`config.mk`:
```
export PLATFORM = sky130hd
export DESIGN_NAME = serial_mem_slave
export DESIGN_NICKNAME = d
export VERILOG_FILES = /design/src/rtl/sms_pkg.sv /design/src/rtl/sms_line_sync.sv /design/src/rtl/sms_addr_match.sv /design/src/rtl/sms_ctrl.sv /design/src/rtl/serial_mem_slave.sv
export SDC_FILE = /design/constraint.sdc
export NUM_CORES = 1
export LEC_CHECK = 0
export BUFFER_PORTS_ARGS = -buffer_cell sky130_fd_sc_hd__buf_4
export CORE_MARGIN = 2
export CORE_UTILIZATION = 58
export DETAILED_ROUTE_END_ITERATION = 8
export GPL_ROUTABILITY_DRIVEN = 0
export PLACE_DENSITY = 0.85
export RECOVER_POWER = 100
export SETUP_SLACK_MARGIN = 0.02
export SYNTH_ARGS = -nofsm -noshare
export SYNTH_HDL_FRONTEND = slang
export SYNTH_SLANG_ARGS = --single-unit
```
`constraint.sdc`:
```
create_clock -name clk -period 2.75 [get_ports clk]
set_clock_uncertainty 0.1 [all_clocks]
set_input_delay 0.275 -clock clk [delete_from_list [all_inputs] [get_ports clk]]
set_output_delay 0.275 -clock clk [all_outputs]
set_load 0.01 [all_outputs]
```
`src/rtl/sms_pkg.sv`:
```
package sms_pkg;
    localparam int DW = 8;
    localparam int CW = 4;

    typedef enum logic [3:0] {
        S_IDLE,
        S_DEVADDR,
        S_ACK_DEV,
        S_WORDADDR,
        S_ACK_WA,
        S_WDATA,
        S_ACK_WD,
        S_RDATA,
        S_RACK,
        S_HOLD
    } sms_state_t;

    typedef struct packed {
        sms_state_t    state;
        logic [CW-1:0] cnt;
        logic [DW-1:0] shreg;
        logic          oe;
        logic          rw;
        logic          ackd;
        logic [DW-1:0] waddr;
        logic [DW-1:0] wdata;
        logic          addr_load;
        logic          wr_stb;
        logic          rd_req;
        logic          stop;
    } sms_regs_t;
endpackage

```
`src/rtl/sms_line_sync.sv`:
```
module sms_line_sync #(
    parameter int STAGES = 2
) (
    input  logic clk,
    input  logic rst_n,
    input  logic scl_i,
    input  logic sda_i,
    output logic sda_o,
    output logic scl_rise_o,
    output logic scl_fall_o,
    output logic start_o,
    output logic stop_o
);
    localparam int NLINES = 2;

    logic [NLINES-1:0] raw;
    logic [NLINES-1:0] lvl;
    logic [NLINES-1:0] prev_d, prev_q;

    assign raw = {sda_i, scl_i};

    for (genvar g = 0; g < NLINES; g++) begin : g_line
        logic [STAGES-1:0] pipe_d, pipe_q;
        always_comb pipe_d = {pipe_q[STAGES-2:0], raw[g]};
        always_ff @(posedge clk or negedge rst_n) begin
            if (!rst_n) pipe_q <= '1;
            else        pipe_q <= pipe_d;
        end
        assign lvl[g] = pipe_q[STAGES-1];
    end

    always_comb prev_d = lvl;

    always_ff @(posedge clk or negedge rst_n) begin
        if (!rst_n) prev_q <= '1;
        else        prev_q <= prev_d;
    end

    assign sda_o      = lvl[1];
    assign scl_rise_o = lvl[0] & ~prev_q[0];
    assign scl_fall_o = ~lvl[0] & prev_q[0];
    assign start_o    = lvl[0] & prev_q[0] & prev_q[1] & ~lvl[1];
    assign stop_o     = lvl[0] & prev_q[0] & ~prev_q[1] & lvl[1];

    p_cond_exclusive_r9: assert property (@(posedge clk) disable iff (!rst_n)
        !(start_o && stop_o));
    p_edges_exclusive_r8: assert property (@(posedge clk) disable iff (!rst_n)
        $onehot0({scl_rise_o, scl_fall_o, start_o}));
endmodule

```
`src/rtl/sms_addr_match.sv`:
```
module sms_addr_match #(
    parameter int          DW        = 8,
    parameter logic [3:0]  TYPE_CODE = 4'b1010,
    parameter logic [2:0]  RSVD_BITS = 3'b000
) (
    input  logic [DW-1:0] byte_i,
    output logic          match_o,
    output logic          read_o
);
    localparam int TOP = DW - 1;

    always_comb begin
        match_o = (byte_i[TOP -: 4] == TYPE_CODE) && (byte_i[3:1] == RSVD_BITS);
        read_o  = byte_i[0];
    end
endmodule

```
`src/rtl/sms_ctrl.sv`:
```
module sms_ctrl
    import sms_pkg::*;
(
    input  logic          clk,
    input  logic          rst_n,
    input  logic          busy_i,
    input  logic          sda_i,
    input  logic          scl_rise_i,
    input  logic          scl_fall_i,
    input  logic          start_i,
    input  logic          stop_i,
    input  logic          match_i,
    input  logic          read_i,
    input  logic [DW-1:0] rd_data_i,
    output logic [DW-1:0] shreg_o,
    output logic          sda_oe_o,
    output logic [DW-1:0] addr_o,
    output logic          addr_load_o,
    output logic [DW-1:0] wr_data_o,
    output logic          wr_stb_o,
    output logic          rd_req_o,
    output logic          stop_o
);
    localparam logic [CW-1:0] BITS = CW'(DW);

    sms_regs_t d, q;

    always_comb begin
        d           = q;
        d.addr_load = 1'b0;
        d.wr_stb    = 1'b0;
        d.rd_req    = 1'b0;
        d.stop      = 1'b0;

        if (busy_i) begin
            d.state = S_IDLE;
            d.oe    = 1'b0;
            d.cnt   = '0;
        end else if (start_i) begin
            d.state = S_DEVADDR;
            d.oe    = 1'b0;
            d.cnt   = '0;
        end else if (stop_i) begin
            d.state = S_IDLE;
            d.oe    = 1'b0;
            d.cnt   = '0;
            d.stop  = 1'b1;
        end else begin
            unique case (q.state)
                S_DEVADDR, S_WORDADDR, S_WDATA: begin
                    if (scl_rise_i && q.cnt < BITS) begin
                        d.shreg = {q.shreg[DW-2:0], sda_i};
                        d.cnt   = q.cnt + 1'b1;
                    end else if (scl_fall_i && q.cnt == BITS) begin
                        d.cnt = '0;
                        if (q.state == S_DEVADDR) begin
                            if (match_i) begin
                                d.oe    = 1'b1;
                                d.rw    = read_i;
                                d.state = S_ACK_DEV;
                            end else begin
                                d.state = S_HOLD;
                            end
                        end else if (q.state == S_WORDADDR) begin
                            d.oe        = 1'b1;
                            d.waddr     = q.shreg;
                            d.addr_load = 1'b1;
                            d.state     = S_ACK_WA;
                        end else begin
                            d.oe     = 1'b1;
                            d.wdata  = q.shreg;
                            d.wr_stb = 1'b1;
                            d.state  = S_ACK_WD;
                        end
                    end
                end
                S_ACK_DEV, S_ACK_WA, S_ACK_WD: begin
                    if (scl_fall_i) begin
                        d.cnt = '0;
                        if (q.state == S_ACK_DEV && q.rw) begin
                            d.shreg  = rd_data_i;
                            d.rd_req = 1'b1;
                            d.oe     = ~rd_data_i[DW-1];
                            d.state  = S_RDATA;
                        end else begin
                            d.oe    = 1'b0;
                            d.state = (q.state == S_ACK_DEV) ? S_WORDADDR : S_WDATA;
                        end
                    end
                end
                S_RDATA: begin
                    if (scl_rise_i) begin
                        d.cnt = q.cnt + 1'b1;
                    end else if (scl_fall_i) begin
                        if (q.cnt == BITS) begin
                            d.oe    = 1'b0;
                            d.cnt   = '0;
                            d.state = S_RACK;
                        end else begin
                            d.shreg = {q.shreg[DW-2:0], 1'b0};
                            d.oe    = ~q.shreg[DW-2];
                        end
                    end
                end
                S_RACK: begin
                    if (scl_rise_i) begin
                        d.ackd = ~sda_i;
                        d.cnt  = 4'd1;
                    end else if (scl_fall_i && q.cnt == 4'd1) begin
                        d.cnt = '0;
                        if (q.ackd) begin
                            d.shreg  = rd_data_i;
                            d.rd_req = 1'b1;
                            d.oe     = ~rd_data_i[DW-1];
                            d.state  = S_RDATA;
                        end else begin
                            d.oe    = 1'b0;
                            d.state = S_HOLD;
                        end
                    end
                end
                default: begin
                    d.oe = 1'b0;
                end
            endcase
        end
    end

    always_ff @(posedge clk or negedge rst_n) begin
        if (!rst_n) begin
            q       <= '0;
            q.state <= S_IDLE;
        end else begin
            q <= d;
        end
    end

    assign shreg_o     = q.shreg;
    assign sda_oe_o    = q.oe;
    assign addr_o      = q.waddr;
    assign addr_load_o = q.addr_load;
    assign wr_data_o   = q.wdata;
    assign wr_stb_o    = q.wr_stb;
    assign rd_req_o    = q.rd_req;
    assign stop_o      = q.stop;

    p_busy_quiet_r10: assert property (@(posedge clk) disable iff (!rst_n)
        busy_i |=> (!q.oe && !q.addr_load && !q.wr_stb && !q.rd_req));
    p_stop_releases_r8: assert property (@(posedge clk) disable iff (!rst_n)
        q.stop |-> (!q.oe && q.state == S_IDLE));
    p_oe_moves_on_fall_r6: assert property (@(posedge clk) disable iff (!rst_n)
        !$stable(q.oe) |-> $past(scl_fall_i || start_i || stop_i || busy_i));
    p_hold_silent_r7: assert property (@(posedge clk) disable iff (!rst_n)
        (q.state == S_HOLD) |-> !q.oe);
    p_strobes_onehot_r4: assert property (@(posedge clk) disable iff (!rst_n)
        $onehot0({q.addr_load, q.wr_stb, q.rd_req, q.stop}));
    p_write_acked_r5: assert property (@(posedge clk) disable iff (!rst_n)
        q.wr_stb |-> q.oe);
endmodule

```
`src/rtl/serial_mem_slave.sv`:
```
module serial_mem_slave
    import sms_pkg::*;
#(
    parameter int         SYNC_STAGES = 2,
    parameter logic [3:0] TYPE_CODE   = 4'b1010,
    parameter logic [2:0] RSVD_BITS   = 3'b000
) (
    input  logic          clk,
    input  logic          rst_n,
    input  logic          scl_i,
    input  logic          sda_i,
    output logic          sda_oe_o,
    input  logic          busy_i,
    input  logic [DW-1:0] rd_data_i,
    output logic [DW-1:0] addr_o,
    output logic          addr_load_o,
    output logic [DW-1:0] wr_data_o,
    output logic          wr_stb_o,
    output logic          rd_req_o,
    output logic          stop_o
);
    logic          sda_s, scl_rise, scl_fall, start_c, stop_c;
    logic          match, rd_sel;
    logic [DW-1:0] shreg;

    sms_line_sync #(.STAGES(SYNC_STAGES)) u_sync (
        .clk        (clk),
        .rst_n      (rst_n),
        .scl_i      (scl_i),
        .sda_i      (sda_i),
        .sda_o      (sda_s),
        .scl_rise_o (scl_rise),
        .scl_fall_o (scl_fall),
        .start_o    (start_c),
        .stop_o     (stop_c)
    );

    sms_addr_match #(.DW(DW), .TYPE_CODE(TYPE_CODE), .RSVD_BITS(RSVD_BITS)) u_match (
        .byte_i  (shreg),
        .match_o (match),
        .read_o  (rd_sel)
    );

    sms_ctrl u_ctrl (
        .clk         (clk),
        .rst_n       (rst_n),
        .busy_i      (busy_i),
        .sda_i       (sda_s),
        .scl_rise_i  (scl_rise),
        .scl_fall_i  (scl_fall),
        .start_i     (start_c),
        .stop_i      (stop_c),
        .match_i     (match),
        .read_i      (rd_sel),
        .rd_data_i   (rd_data_i),
        .shreg_o     (shreg),
        .sda_oe_o    (sda_oe_o),
        .addr_o      (addr_o),
        .addr_load_o (addr_load_o),
        .wr_data_o   (wr_data_o),
        .wr_stb_o    (wr_stb_o),
        .rd_req_o    (rd_req_o),
        .stop_o      (stop_o)
    );
endmodule

```
## Word-level counts from Yosys, hierarchy flattened

Index checks and enable logic that the tools add are counted.

| storage, ports and cells | value |
|---|---|
| memories kept | 0 |
| memory bits (writable) | 0 |
| bits in latches | 0 |
| ROM bits | 0 |
| bits in registers | 45 |
| output and inout bits | 21 |

| operators by class | value |
|---|---|
| $lt $le $gt $ge | 1 |
| shift-type cells | 0 |
| eq/ne operators | 33 |
| reductions and logical operators | 18 |
| $add $sub $neg | 1 |
| bitwise gates (word level) | 19 |
| multipliers | 0 |
| divide/modulo/power cells | 0 |
| mux-type cells | 55 |

Operators by type and width:

| cell | number |
|---|---|
| $mux W8 | 9 |
| $pmux W16 S4 | 1 |
| $mux W17 | 3 |
| $mux W4 | 12 |
| $reduce_and A8 Y1 | 4 |
| $ne A5 B4 Y1 const B | 5 |
| $ne A6 B4 Y1 const B | 4 |
| $mux W9 | 2 |
| $eq A4 B3 Y1 const B | 4 |
| $mux W1 | 16 |
| $mux W2 | 8 |
| $ne A5 B5 Y1 const B | 3 |
| $reduce_and A13 Y1 | 1 |
| $eq A4 B4 Y1 const B | 3 |
| $ne A2 B1 Y1 const B | 6 |
| $not A1 Y1 | 12 |
| $reduce_and A9 Y1 | 1 |
| $eq A4 B1 Y1 const B | 2 |
| $eq A4 B2 Y1 const B | 2 |
| $and A1 B1 Y1 | 7 |
| $reduce_bool A7 Y1 | 1 |
| $mux W3 | 2 |
| $ne A2 B2 Y1 const B | 3 |
| $ne A6 B6 Y1 const B | 1 |
| 10 further kinds | 15 |

## Longest topological paths before layout

| depth | value |
|---|---|
| depth after elaboration | 10 |
| depth in mapped cells | 8 |

## Modules after synthesis

Synthesis repeated with hierarchy kept, for this count alone.

| unflattened totals | value |
|---|---|
| cell total of the unflattened synthesis | 249 |
| area, all modules | 2618.8 um2 |

By module, submodules not included:

| module | instances | area an instance (um2) | cells an instance |
|---|---|---|---|
| sms_ctrl | 1 | 2402.3 | 235 |
| sms_line_sync | 1 | 190.2 | 10 |
| sms_addr_match | 1 | 26.3 | 4 |

## Worst setup path after synthesis

Ideal clock, no wire load.

| timing path | value |
|---|---|
| path kind | register to register |
| start point | register u_sync.prev_q[0] |
| end point | register u_ctrl.q, in the netlist u_ctrl.sda_oe_o |
| arrival | 2.130 ns |
| setup time | 0.120 ns |
| setup slack | 0.401 ns |
| cell stages (with the launch flop) | 7 |
| path through | dfstp_2 -> ha_1 -> nand4b_1 -> a32oi_1 -> o21ai_0 -> or4_1 -> and3_1 |

| between the ends | value |
|---|---|
| longest elaborated chain between the ends | 6 |
| elaborated cells between the ends (all ways) | 23 |
| those cells by class | 8 x eq/ne; 3 x mux; 8 x bitwise; 4 x reduce/logical |

RTL lines:

| item | RTL line | source |
|---|---|---|
| start: declaration | sms_line_sync.sv:18 | `logic [NLINES-1:0] prev_d, prev_q;` |
| start signal: assignment | sms_line_sync.sv:36 | `else prev_q <= prev_d;` |
| parallel branches: the longest is 6 deep, another holds $reduce_and A8 Y1 | n/a |  |
| end: declaration | sms_ctrl.sv:26 | `sms_regs_t d, q;` |

Parallel ways; which one is timed is not known.
A chain may end at the register's enable or synchronous reset.

## Final worst setup path

Same ends and word-level chain as after synthesis.

==> run metrics <==
Min-Delay Endpoint=u_ctrl.stop_o$_DFF_PN0_; Max VDD drop=513 uV; post-route ant nets=0; fin. max-slew vios=0; hold depth=2; total global routing overflow=0; data arrival time of the worst path=about 2600 ps; syn avg cell area=10.6 um2; Ys Warns=0; total track usage=a little under a quarter; max incr delay on CP=550 ps; Synth async-reset ratio=100%; crit path max fanout=6; initial antenna violation count=0; r2r setup slk=230 ps; FF-to-FF Start=u_sync.prev_q[0]$_DFF_PN1_; HPWL after DPL=between 3000 and 4000 um; static leakage=1.31 nW; area of the core=4350 um2; n_diodes=0; RSZ-0062 raised after global routing=false; register share of total power=36.4%; clk sinks=45; Residual DRC=0; Mapped Area=approximately 2600 um2; status=complete, no violations; Port Buf Inserts=33; H-tree depth=2; largest cells by area after synthesis=dfrtp_1 (37%), mux2_2 (14%), dfstp_2 (6.0%); commonest cells in the synthesized netlist=dfrtp_1 (39), mux2_2 (32), buf_4 (16); Synthesized Nets=around 270; Power per Cell Area=917 nW/um2; Die X=71.5 um; largest net degree at the start of global routing=46; root buffer cell=clkbuf_8; HP Start=busy_i; initial core utilization=60.6%; Setup Viol. Count Final=0; CTS tree=done; First-pass DRT Iterations=4; DRT Wirelength=5400 um; worst-path cell chain=ha_1 > nand4b_1 > a32oi_1 > o21ai_0 > or4_1 > and3_1; CP max-delay cell=dfstp_2; number of core rows=24; first-pass GRT wire length=9190 um; top-area cell type share of the netlist area=37.0%; setup TNS=0 ps; sw frac=39.0%; chip height=around 70 um; Critical Path RT=approximately 2800 ps; r2r endpoint=u_ctrl.sda_oe_o$_DFFE_PN0P_; CTS Buf Count=5; internal power=1.62 mW; Main synth FF type=dfrtp_1; Initial DRC Count=164; NumNets Final=296; Worst setup EP type=flop; Vias/cell=5.99; Tcrit/Tclk final=between 90% and 100%; Placed Area=approximately 2900 um2; DR WL/cell=16.4 um; clock-pin slew on the worst setup and hold paths=90 ps; Gate power share=44.6%; slew margin rel.=29.2%; vias in the first global route=1973; layout cells sized above 1=26.6%; Mapped Cells=249; Worst Tran Pin Value=1060 ps; sequential area share after synthesis=43.0%; P_sw=1.04 mW; R2R depth=6; synth unique cells=56; clock power share=18.9%; Final Hold Fails=0; num ports=34; final instance area=2910 um2; CP Class=flop to flop; DIE AREA=5110 um2; via count=roughly 2000; Max-Cap Viols=0; min Tclk post-route=2520 ps; clock latency at the later pin of the worst-skew pair=300 ps; Clock Path Buffers=2; Worst Setup Start Kind=flop; P&R area growth vs syn=10.1%; Yosys reg bits=45; most numerous cell in the Yosys netlist=dfrtp_1; Post-synth EDFFs=0; largest area contributor in the netlist=dfrtp_1; Max Fclk=0.396 GHz; HP Class=input pin to flop
[cell type report]
class | instances | area [um2]
sequential | 45 | 1130
inverter | 14 | 52.6
timing repair buffer | 49 | 277
multi-input combinational | 162 | 1260
clock buffer | 5 | 68.8
clock inverter | 3 | 43.8
fill | 336 | 1450
tap | 52 | 65.1
[stage by stage]
stage / hold slack [ps] / cells / utilization [%] / worst slack [ps] / total power, mW
after CTS: 57.7 / 330 / 69.3 / 219 / 2.68
after global routing: 68.2 / 330 / 66.7 / 54.0 / 2.83
after detailed placement: 204 / 319 / 66.1 / 253 / 2.18
final: 62.0 / 330 / 66.7 / 226 / 2.66
after global placement: 205 / 319 / 66.1 / 318 / 2.14
after floorplan: -121 / 249 / - / 401 / 1.86
[flip-flops by register name, summed over array words and instances, names as in the netlist]
signal                flops
u_ctrl.sda_oe_o           1
u_ctrl.addr_o             8
u_ctrl.wr_stb_o           1
u_ctrl.rd_req_o           1
u_ctrl.stop_o             1
u_sync.g_line.pipe_q      4
u_sync.prev_q             2
u_ctrl.addr_load_o        1
u_ctrl.wr_data_o          8
u_ctrl.shreg_o            8
u_ctrl.q                 10
[logic make-up (layout without fill, tap and decap cells)]
family / Yosys count / in the layout / synth area share (%)
DFF: 45 / 45 / 43.0
AOI/OAI and AO/OA: 46 / 46 / 12.8
xor gates and xnor gates: 1 / 1 / 0.332
muxes: 38 / 38 / 15.9
and+or+nand+nor: 71 / 71 / 16.6
buffers and inverters: 42 / 71 / 8.53
adders and majority gates: 6 / 6 / 2.84
[worst max-delay path by stage]
stage / startpoint / endpoint / slack (ps) / cells after the start
finish: u_sync.prev_q[0]$_DFF_PN1_ / u_ctrl.sda_oe_o$_DFFE_PN0P_ / 230 / 6
floorplan: u_sync.prev_q[0]$_DFF_PN1_ / u_ctrl.sda_oe_o$_DFFE_PN0P_ / 400 / 6
detailed placement: u_sync.prev_q[0]$_DFF_PN1_ / u_ctrl.sda_oe_o$_DFFE_PN0P_ / 250 / 6
CTS: u_sync.prev_q[0]$_DFF_PN1_ / u_ctrl.sda_oe_o$_DFFE_PN0P_ / 220 / 6
global placement: u_sync.prev_q[0]$_DFF_PN1_ / u_ctrl.sda_oe_o$_DFFE_PN0P_ / 320 / 6
global route: u_sync.prev_q[0]$_DFF_PN1_ / u_ctrl.sda_oe_o$_DFFE_PN0P_ / 50 / 6
[worst max-delay path, delay by kind of cell, from the launching register on]
family | cells | cell delay (ps)
flops | 1 | 550
simple gates | 3 | 1000
compound gates | 2 | 530
fa+ha+maj | 1 | 220
[layer usage]
layer | GRT usage (%) | routed length [um]
met1 | 30.3 | 2320
met2 | 37.6 | 2680
met3 | 4.08 | 324
met4 | 7.55 | 77
met5 | 0 | 0
[placed cells by master (no fill, tap or decap), types with 3 or more instances in the layout]
cell,count
dfrtp_1,39
inv_1,14
o211ai_1,3
dlygate4sd3_1,3
dfstp_2,4
clkbuf_8,5
a21oi_1,8
mux2i_1,6
mux2_2,32
o21ai_0,8
o21bai_1,3
a31oi_1,3
nand2_1,13
nor3_1,6
nor4_1,3
ha_1,6
nand3_1,4
clkbuf_1,25
nor2_1,13
nand2b_1,7
buf_4,17
[power groups by stage]
stage	clock network [mW]	registers [mW]	logic (mW)
floorplan	0	0.863	1.00
global placement	0	0.976	1.17
detailed placement	0	0.981	1.20
CTS	0.509	0.969	1.21
global route	0.535	0.994	1.30
finish	0.505	0.971	1.19
[repair_timing]
action	in CTS	in global routing
endpoints found under the setup margin	0	1
buffers inserted	0	0
resized for setup	0	1
endpoints found under the hold margin	41	0
hold buffers	3	0
Power figures use the tool's default switching activity.
